File: src/rtl/i2c_addr_seq_pkg.sv
package i2c_addr_seq_pkg;
  localparam int ADDR_W = 10;
  localparam int BYTE_W = 8;
  localparam int PFX_W  = 5;
  localparam int HI_W   = ADDR_W - BYTE_W;
  localparam logic [PFX_W-1:0]  TEN_PREFIX = 5'b11110;
  localparam logic [BYTE_W-1:0] GC_CODE    = 8'h00;
  localparam logic [BYTE_W-1:0] SB_CODE    = 8'h01;

  typedef enum logic [2:0] {
    STEP_IDLE, STEP_GC, STEP_SB, STEP_FIRST, STEP_SECOND, STEP_REREAD
  } seqStepE;

  typedef struct packed {
    logic    load;
    logic    setAbort;
    seqStepE step;
  } ctlStrobeT;
endpackage

File: src/rtl/i2c_addr_seq_ctrl.sv
module i2c_addr_seq_ctrl
  import i2c_addr_seq_pkg::*;
(
  input  logic      clk,
  input  logic      rstN,
  input  logic      cmdValid,
  input  logic      cmdRead,
  input  logic      specialEn,
  input  logic      gcOrStart,
  input  logic      byteReady,
  input  logic      latTen,
  input  logic      latRead,
  output logic      cmdReady,
  output logic      byteValid,
  output ctlStrobeT stb
);
  seqStepE step, stepNxt;

  always_ff @(posedge clk or negedge rstN) begin
    if (!rstN) step <= STEP_IDLE;
    else       step <= stepNxt;
  end

  always_comb begin
    stepNxt      = step;
    stb.load     = 1'b0;
    stb.setAbort = 1'b0;
    stb.step     = step;
    cmdReady     = (step == STEP_IDLE);
    byteValid    = (step != STEP_IDLE);
    case (step)
      STEP_IDLE: if (cmdValid) begin
        stb.load = 1'b1;
        if (specialEn && !gcOrStart) begin
          if (cmdRead) stb.setAbort = 1'b1;
          else         stepNxt = STEP_GC;
        end else if (specialEn) begin
          stepNxt = STEP_SB;
        end else begin
          stepNxt = STEP_FIRST;
        end
      end
      STEP_GC:     if (byteReady) stepNxt = STEP_IDLE;
      STEP_SB:     if (byteReady) stepNxt = STEP_FIRST;
      STEP_FIRST:  if (byteReady) stepNxt = latTen ? STEP_SECOND : STEP_IDLE;
      STEP_SECOND: if (byteReady) stepNxt = latRead ? STEP_REREAD : STEP_IDLE;
      STEP_REREAD: if (byteReady) stepNxt = STEP_IDLE;
      default:     stepNxt = STEP_IDLE;
    endcase
  end
endmodule

File: src/rtl/i2c_addr_seq_dp.sv
module i2c_addr_seq_dp
  import i2c_addr_seq_pkg::*;
(
  input  logic              clk,
  input  logic              rstN,
  input  ctlStrobeT         stb,
  input  logic [ADDR_W-1:0] tarAddr,
  input  logic              tenBitSel,
  input  logic              cmdRead,
  input  logic              abortClr,
  output logic              latTen,
  output logic              latRead,
  output logic [BYTE_W-1:0] byteData,
  output logic              byteStart,
  output logic              abortFlag
);
  logic [ADDR_W-1:0] latAddr;
  logic [BYTE_W-1:0] tenHead;

  always_ff @(posedge clk or negedge rstN) begin
    if (!rstN) begin
      latAddr <= '0;
      latTen  <= 1'b0;
      latRead <= 1'b0;
    end else if (stb.load) begin
      latAddr <= tarAddr;
      latTen  <= tenBitSel;
      latRead <= cmdRead;
    end
  end

  always_ff @(posedge clk or negedge rstN) begin
    if (!rstN)             abortFlag <= 1'b0;
    else if (stb.setAbort) abortFlag <= 1'b1;
    else if (abortClr)     abortFlag <= 1'b0;
  end

  assign tenHead = {TEN_PREFIX, latAddr[ADDR_W-1 -: HI_W], 1'b0};

  always_comb begin
    byteData  = '0;
    byteStart = 1'b1;
    case (stb.step)
      STEP_GC:     byteData = GC_CODE;
      STEP_SB:     byteData = SB_CODE;
      STEP_FIRST:  byteData = latTen ? tenHead : {latAddr[BYTE_W-2:0], latRead};
      STEP_SECOND: begin
        byteData  = latAddr[BYTE_W-1:0];
        byteStart = 1'b0;
      end
      STEP_REREAD: byteData = tenHead | BYTE_W'(1);
      default: begin
        byteData  = '0;
        byteStart = 1'b0;
      end
    endcase
  end
endmodule

File: src/rtl/i2c_addr_seq.sv
module i2c_addr_seq
  import i2c_addr_seq_pkg::*;
(
  input  logic              clk,
  input  logic              rstN,
  input  logic [ADDR_W-1:0] tarAddr,
  input  logic              tenBitSel,
  input  logic              specialEn,
  input  logic              gcOrStart,
  input  logic              cmdValid,
  input  logic              cmdRead,
  output logic              cmdReady,
  output logic              byteValid,
  output logic [BYTE_W-1:0] byteData,
  output logic              byteStart,
  input  logic              byteReady,
  output logic              abortFlag,
  input  logic              abortClr
);
  ctlStrobeT stb;
  logic      latTen, latRead;

  i2c_addr_seq_ctrl u_ctrl (
    .clk(clk), .rstN(rstN), .cmdValid(cmdValid), .cmdRead(cmdRead),
    .specialEn(specialEn), .gcOrStart(gcOrStart), .byteReady(byteReady),
    .latTen(latTen), .latRead(latRead), .cmdReady(cmdReady),
    .byteValid(byteValid), .stb(stb)
  );

  i2c_addr_seq_dp u_dp (
    .clk(clk), .rstN(rstN), .stb(stb), .tarAddr(tarAddr),
    .tenBitSel(tenBitSel), .cmdRead(cmdRead), .abortClr(abortClr),
    .latTen(latTen), .latRead(latRead), .byteData(byteData),
    .byteStart(byteStart), .abortFlag(abortFlag)
  );
endmodule

File: config.mk
export PLATFORM = sky130hd
export DESIGN_NAME = i2c_addr_seq
export DESIGN_NICKNAME = d
export VERILOG_FILES = /design/src/rtl/i2c_addr_seq_pkg.sv /design/src/rtl/i2c_addr_seq_ctrl.sv /design/src/rtl/i2c_addr_seq_dp.sv /design/src/rtl/i2c_addr_seq.sv
export SDC_FILE = /design/constraint.sdc
export NUM_CORES = 1
export LEC_CHECK = 0
export BUFFER_PORTS_ARGS = -buffer_cell sky130_fd_sc_hd__buf_4
export CORE_ASPECT_RATIO = 0.7
export CORE_UTILIZATION = 40
export CTS_BUF_LIST = sky130_fd_sc_hd__clkbuf_8
export CTS_CLUSTER_SIZE = 25
export DETAILED_ROUTE_END_ITERATION = 6
export PLACE_DENSITY = 0.66
export SLEW_MARGIN = 20
export SYNTH_ARGS = -nofsm -noshare
export SYNTH_HDL_FRONTEND = slang
export SYNTH_SLANG_ARGS = --single-unit
File: constraint.sdc
create_clock -name clk -period 1.9 [get_ports clk]
set_input_delay 0.095 -clock clk [delete_from_list [all_inputs] [get_ports clk]]
set_output_delay 0.095 -clock clk [all_outputs]
set_load 0.1 [all_outputs]
==> run summary, run 1 <==
The run finished with clean final reports. For this design, the slowest cell found on the critical path is dfrtp_1. The compound-gate portion of the synthesized area works out to 16.51%. Dividing the final minimum period by the clock period gives 93.37%. The peak fanout along the critical path was 11. The clock passes through at most 2 buffers.

Clock-pin slew was measured on the worst setup and hold paths at 0.07 ns. Wire length reported by the detailed router: 2085 um. The CTS H-tree depth is 1, and the horizontal die dimension is 59.70 um. Traced cell by cell, the critical path runs through nand3b_1 > buf_4 > o22ai_2 > buf_4. Summing the areas of all fa, ha and maj instances in the mapped netlist gives 0% of the synthesized area. The measured slew at the worst slew-check pin is 0.4275 ns. Setup repair after global routing left no endpoint under its margin. The detailed router placed 781 vias in this run.

The detail route stage leaves a number of antenna-violating nets equal to 0. At the end of routability-driven placement, the weighted congestion stood at 0.8144. The post-synthesis cell count came out at 89. Setup violations remaining at the end of the flow were counted as 0.

The count of input and output buffers was 30; the number of inserted filler cells in the final layout was 215. The largest total area in the synthesized netlist belongs to dfrtp_1. The dominant combinational cell family by area after synthesis was compound AO/OA/AOI/OAI gates. The area share of the largest cell type after synthesis is 42.95%. For the die area, the log shows 2531 um2. Yosys attributes the largest share of cell area to dfrtp_1 (43%), mux2_4 (13%), o22ai_1 (4.7%). The number of hold violations in the final report was 0. The number of clock buffers added by TritonCTS is 3. For this run, the post-layout net count is 138. For this block, the initial DRC count from the detailed router was 25. The final worst setup slack was 0.1260 ns; the arrival time at the worst endpoint was 1.68 ns.

For the post-detailed-placement half-perimeter wirelength, the log shows 1461 um. After global routing the overflow that remains totals 0. Clock tree synthesis selected as its root buffer the cell clkbuf_8. The time the worst path needs with I/O delays and setup came out at 1.774 ns.

Prior to clock tree synthesis, the placed netlist has a worst setup slack of 0.2522 ns. The worst clock skew is 0.002979 ns, and the ratio of routed vias to standard cells is 5.207. The fraction of the mapped netlist area in simple logic gates is 15.17%, and the sink count of the clock tree is 16. Registers take 401.6 um2. The floorplan has 14 rows. STA classifies the critical path endpoint as an output port. In this design, the stage delay of the slowest critical-path cell is 0.60 ns. Class of the worst hold path: in2reg. The critical path's most frequent cell is buf_4. Yosys mapped the design onto 27 distinct sky130hd cell types. Across the run, the number of max-cap violations was 0.

The worst relative slew slack was 71.50%. The share of async-settable or async-resettable flops after synthesis came out at 100.0%. The wire length per cell after detailed routing is 13.90 um. The first global-routing pass estimated 3256 um of wire.

Counting both buffers and inverters, the worst setup path holds a total of 2. The number of global-route vias before repair is 725. The most common cell in the synthesized netlist is dfrtp_1. The tools report the number of antenna violations at the first check in global routing as 0. The area growth from synthesis to layout is 36.64%. The number of flops mapped to enable cells by yosys is 0, and the overall fraction of global-route tracks in use is 17.46%. The post-route netlist has 48.31% of its cells at a drive strength greater than 1. The number of pins with negative max-slew slack in the final report was 0; the peak clock frequency supported by timing was 563.7 MHz. The die is 42.39 um tall. The data required time of the worst path was 1.80 ns.

The post-CTS setup buffer count was 0. Entering global routing, the biggest net connects 17 pins. The insertion delay to the later sink of the worst-skew pair was 0.26 ns. The setup path with the least slack is of type reg2out. Post-synthesis instance area: 932.1 um2. The number of antenna diodes in the final layout is 0. The mean instance size in the synthesized netlist was 10.47 um2. The most instantiated flip-flop cell in the synthesis netlist is dfrtp_1. The number of top-level pins was 31.

Broken down by cell family, the worst path's largest delay share belongs to flip-flops. After synthesis, the most frequently instantiated cells are dfrtp_1 (16), nor2_1 (11), mux2_4 (8), nand2_1 (7), o22ai_1 (7). The worst setup path is launched from a flip-flop. The run gives 0 as the count of warnings emitted by yosys.

The part of the Yosys area used for sequential elements is 42.95%, and the flip-flop and latch count after synthesis is 16. TritonCTS built the clock tree. In the routed design, unresolved DRC markers number 0. Once the floorplan was initialized, standard cells occupied 42.91% of the core. Placeable core region: 2172 um2. Total nets after synthesis: 108.

The share of synthesized area spent on multiplexers is 16.51%. The synthesized-area fraction occupied by xor and xnor cells is 0%, and the total area of multi-input combinational cells is 504.2 um2. Before antenna repair, the detailed router went through 4 iterations.
## kinds of logic (layout without fill, tap and decap cells)
family / after synthesis / count (layout)
flip-flops: 16 / 16
AND/OR/NAND/NOR: 27 / 27
multiplexers: 11 / 11
AO/OA/AOI/OAI: 22 / 22
buffers and inverters: 13 / 42
## cells in the final DEF, fill, tap and decap left out
master	n
a211o_1	1
a21boi_0	1
a21oi_1	3
a22oi_2	1
a31oi_1	2
a32o_1	1
a32oi_1	2
and2_4	1
buf_4	29
buf_6	2
clkbuf_8	4
dfrtp_1	15
dfrtp_2	1
dlygate4sd3_1	1
inv_1	6
mux2_4	11
nand2_1	7
nand2b_1	1
nand2b_4	1
nand3b_1	3
nor2_1	11
nor2b_1	1
nor3_4	1
o21ai_1	2
o22ai_1	2
o22ai_2	5
o31ai_2	1
o32ai_1	1
or2b_1	1
## per-layer routing
metal	GRT usage [%]	routed length, um	vias up	share of wire (%)
met1	24.71	975	375	47
met3	6.790	160	2	7.7
met4	2.791	7	0	0.34
met2	25.56	941	30	45
li1	-	-	374	-
met5	0	0	-	0
## repair_timing
action                                  in CTS  in global routing
endpoints found under the setup margin       2                  2
gates cloned                                 0                  0
hold endpoints to repair                    16                  0
hold buffers                                 1                  0
gates resized for setup                      1                  4
## sequential cells by signal, indices dropped and copies added, names as in the netlist
| register | count |
|---|---|
| u_dp.latAddr | 10 |
| u_dp.abortFlag | 1 |
| u_dp.latRead | 1 |
| u_ctrl.step | 3 |
| u_dp.latTen | 1 |
## per-stage QoR
| stage | TNS, ns | cell area, um2 | cells | hold slack [ns] | util [%] |
|---|---|---|---|---|---|
| final | 0 | 1274 | 150 | 0.01891 | 58.64 |
| after global routing | 0 | 1274 | 150 | 0.03172 | 58.64 |
| after CTS | 0 | 1260 | 150 | 0.02255 | 58.01 |
| after detailed placement | 0 | 1192 | 145 | -0.02932 | 54.90 |
| after global placement | 0 | 1192 | 145 | -0.03114 | 54.90 |
| after floorplan | -4.349 | 979.7 | 89 | -0.2006 | - |
## path summary, 6_finish.rpt
kind	startpoint	cells after the start	to	slack (ns)
min	abortClr	2	u_dp.abortFlag	0.02
max reg2reg	u_ctrl.step[0]	3	u_dp.latAddr[9]	0.30
max	u_ctrl.step[0]	4	byteData[5]	0.13
max in group asynchronous	rstN	2	u_ctrl.step[2]	1.47
min in group asynchronous	rstN	2	u_dp.latAddr[5]	0.23
min reg2reg	u_dp.latAddr[7]	1	u_dp.latAddr[7]	0.52
## layout make-up
cell class | count | share of cell area (%)
multi-input combinational | 60 | 39.59
timing repair buffer | 32 | 19.65
inverter | 6 | 1.768
tap | 32 | 3.143
sequential | 16 | 31.53
clock buffer | 4 | 4.322
Power of run 1 is not shown: default switching activity piles up to over one toggle a cycle in this logic, so the estimate is an artifact.
==> inputs of run 2 (changes only) <==
- ABC_AREA: unset -> 1
- GPL_ROUTABILITY_DRIVEN: unset -> 1
==> run summary, run 2 <==
The flip-flop and latch count after synthesis works out to 16 (unchanged). The total area of multi-input combinational cells came out at 426.7 um2 (-15%). For the number of design rule violations left after detail routing, the log shows 0 (unchanged).

The run gives 0.25 ns (about the same) as the insertion delay to the later sink of the worst-skew pair. The most area-hungry cell type in the Yosys netlist was dfrtp_1. The mean instance size in the synthesized netlist is 7.147 um2 (-32%). For the count of warnings emitted by yosys, the log shows 0 (unchanged). The number of flops mapped to enable cells by yosys works out to 0 (unchanged).

The maximum buffer depth of the clock tree is 2 (unchanged), and the number of hold violations in the final report is 0 (unchanged). The post-detailed-placement half-perimeter wirelength is 1719 um (+18%). The flow ran to the end, and the final reports show no timing, DRC or antenna violations.

The measured slew at the worst slew-check pin is 0.2801 ns (-0.1474 ns). The number of global-route vias before repair was 884 (+22%). For the number of top-level pins, the log shows 31 (unchanged). The end of the worst register-to-register path was u_dp.latTen. The overall fraction of global-route tracks in use is 21.11% (+3.7 points). The share of synthesized area spent on multiplexers is 0% (-17 points), and the fraction of the mapped netlist area in simple logic gates is 44.40% (+29 points). For the setup violation total in the final timing report, the log shows 0 (unchanged). The post-synthesis cell count came out at 125 (+40%).

The largest registers in the layout are u_dp.latAddr x10, u_ctrl.step x3. The CTS H-tree depth was 1 (unchanged); the final global-route overflow total was 0 (unchanged). The most instantiated flip-flop cell in the synthesis netlist is dfrtp_1. The total nets after synthesis is 144 (+33%). STA classifies the critical path endpoint as an output port. The run gives 400.4 um2 (-0.31%) as the register cell area after layout.

The arrival time at the worst endpoint was 1.67 ns (about the same); the synthesized-area fraction occupied by xor and xnor cells was 0% (unchanged). The post-CTS clock slew at the launch and capture registers of the worst setup and hold paths is 0.07 ns (about the same). The clock root buffer was clkbuf_8. The tools report the routability-driven placement congestion ratio as 0.9117 (+12%). The fraction of layout cells with a size suffix above 1 is 29.11% (-19 points). The post-synthesis share of cell area spent on full adders, half adders and majority gates works out to 0% (unchanged).

The horizontal die dimension is 58.49 um (-2.0%). By area, the combinational part of the netlist is dominated by simple AND/OR/NAND/NOR gates. The ratio of routed vias to standard cells came out at 4.766 (-8.5%).

For the antenna diode instance count, the log shows 0 (unchanged). Ranked by instance count, the synthesized netlist is headed by nand2_1 (65), nand3_1 (19), dfrtp_1 (16), inv_1 (6), inv_2 (4). For the setup total negative slack, the log shows 0 ns (unchanged). The detailed-routing iteration count for the pre-antenna-repair pass was 4 (unchanged); the compound-gate portion of the synthesized area was 3.361% (-13 points). The tools report the worst slack after detailed placement as 0.3840 ns (+0.1318 ns). Launching element type of the critical path: a flip-flop. For the die area, the log shows 2429 um2 (-4.0%). The area share of the largest cell type after synthesis is 44.82% (+1.9 points), and the peak clock frequency supported by timing is 565.4 MHz (+0.30%). Depth of the worst hold-timing path: 3 (+1). The number of cells on the worst reg-to-reg path is 6 (+3), and the number of antenna violations at the first check in global routing is 0 (unchanged). The share of async-settable or async-resettable flops after synthesis came out at 100.0% (unchanged).

The flip-flop count of the largest register, all copies and words added is 10 (unchanged). The peak fanout along the critical path was 9 (-2). The met3 usage is 5.607% (-1.2 points), and the routing usage on met1 is 29.13% (+4.4 points). The setup slack of the most critical reg-to-reg path was 0.64 ns (+0.34 ns).

The placeable core region is 1968 um2 (-9.4%). Final worst setup slack: 0.1313 ns (+0.005310 ns). The logs give 17 (unchanged) for the largest net degree at the start of global routing and 893.4 um2 (-4.2%) for the post-synthesis instance area. The sink count of the clock tree was 16 (unchanged); the vertical die dimension was 41.54 um (-2.0%).

After synthesis, the cell types taking the most area are dfrtp_1 (45%), nand2_1 (27%), nand3_1 (11%). Leaving out fill and tap cells, the most frequent cells in the layout are nand2_1 (65), buf_4 (25), nand3_1 (19). The logs give 0 (unchanged) for the number of pins with negative max-slew slack in the final report and 45.39% (+2.5 points) for the starting density of the core. TritonCTS built the clock tree.

The worst clock skew came out at 0.003939 ns (+0.0009593 ns). The wire length per cell after detailed routing is 12.02 um (-14%), and the time the worst path needs with I/O delays and setup is 1.769 ns (-0.005310 ns). The violation count after the first detailed-route iteration was 39 (+56%); the worst relative slew slack was 81.48% (+10 points). The placement row count is 13 (-1). The post-CTS setup buffer count was 0 (unchanged). The path with the worst hold slack has its endpoint at u_dp.latAddr[9].

Counting flops per register, the top entry is u_dp.latAddr. The startpoint identified for the worst register-to-register timing path is u_ctrl.step[0]. The tools report the wire length reported by the detailed router as 2259 um (+8.3%). met2 is the most crowded layer. The area overhead of the layout relative to synthesis works out to 36.55% (about the same). The number of library cell types mapped by synthesis is 16 (-41%).

The tools report the hold path startpoint as tarAddr[9]. Setup repair after global routing left no endpoint under its margin. The count of input and output buffers was 30 (unchanged).

The kind of critical path was reg2out. Most numerous cell in the Yosys netlist: nand2_1. The overall via count from detail_route is 896 (+15%), and the final critical-path share of the clock period is 93.09% (-0.28 points). The logs give 3850 um (+18%) for the global-route wire length before repair and 3 (unchanged) for the clock buffer count from CTS.

The number of max-cap violations is 0 (unchanged). The run gives 178 (+29%) as the final-stage net count. Number of inserted filler cells in the final layout: 182 (-15%).

Leaving out fill and tap cells, the most frequent cell in the layout is nand2_1. Data required time of the worst path: 1.80 ns (about the same). The remaining antenna violation count was 0 (unchanged); the met2 usage in global routing was 33.33% (+7.8 points). The class of the worst hold path is in2reg. The part of the Yosys area used for sequential elements is 44.82% (+1.9 points).
## run 2: final cells by class
| type | count | area share, % |
|---|---|---|
| multi-input cells | 96 | 34.97 |
| flip-flops and latches | 16 | 32.82 |
| repair buffers | 31 | 20.82 |
| clock buffers | 4 | 4.513 |
| inverters | 11 | 3.795 |
| well taps | 30 | 3.077 |
## run 2: critical path, stage by stage, from the launching register on
cell and delay [ns]:
dfrtp_1 0.42, inv_2 0.12, nand2_2 0.09, nor2_4 0.20, nand2_2 0.07, nand2_1 0.11, inv_2 0.07, nand3_1 0.06
buf_4 0.28
## run 2: what timing repair did
item	in CTS	in global routing
gates resized for setup	0	5
hold buffers	1	0
endpoints found under the setup margin	0	5
endpoints found under the hold margin	16	0
## run 2: how the worst max path moves through the flow
stage	from	end	slack [ns]	cells past startpoint
floorplan	u_ctrl.step[0]	u_dp.latAddr[0]	0.14	7
global placement	u_ctrl.step[2]	byteData[2]	0.44	8
detailed placement	u_ctrl.step[2]	byteData[2]	0.38	8
CTS	u_ctrl.step[2]	byteData[2]	0.1	8
global route	u_ctrl.step[2]	byteData[6]	0.01	8
finish	u_ctrl.step[2]	byteData[6]	0.13	8
## run 2: logic make-up (layout without fill, tap and decap cells)
logic type	after synthesis	count (layout)
AND/OR/NAND/NOR	92	92
flip-flops	16	16
buffers and inverters	13	46
AO/OA/AOI/OAI	4	4
## run 2: metrics by stage
stage / cells / hold slack (ns) / instance area (um2) / util, %
CTS: 188 / 0.02849 / 1201 / 61.03
finish: 188 / 0.02997 / 1220 / 61.98
global placement: 183 / -0.03427 / 1136 / 57.72
detailed placement: 183 / -0.03065 / 1136 / 57.72
global route: 188 / 0.03484 / 1220 / 61.98
floorplan: 125 / -0.2006 / 895.9 / -
## run 2: metal layers
layer,share of wire [%],up-vias,wire [um]
met3,5.6,2,126
met4,0.53,0,12
met5,0,-,0
met2,45,29,1019
li1,-,458,-
met1,49,407,1101
Power of run 2 is left out for the same reason.
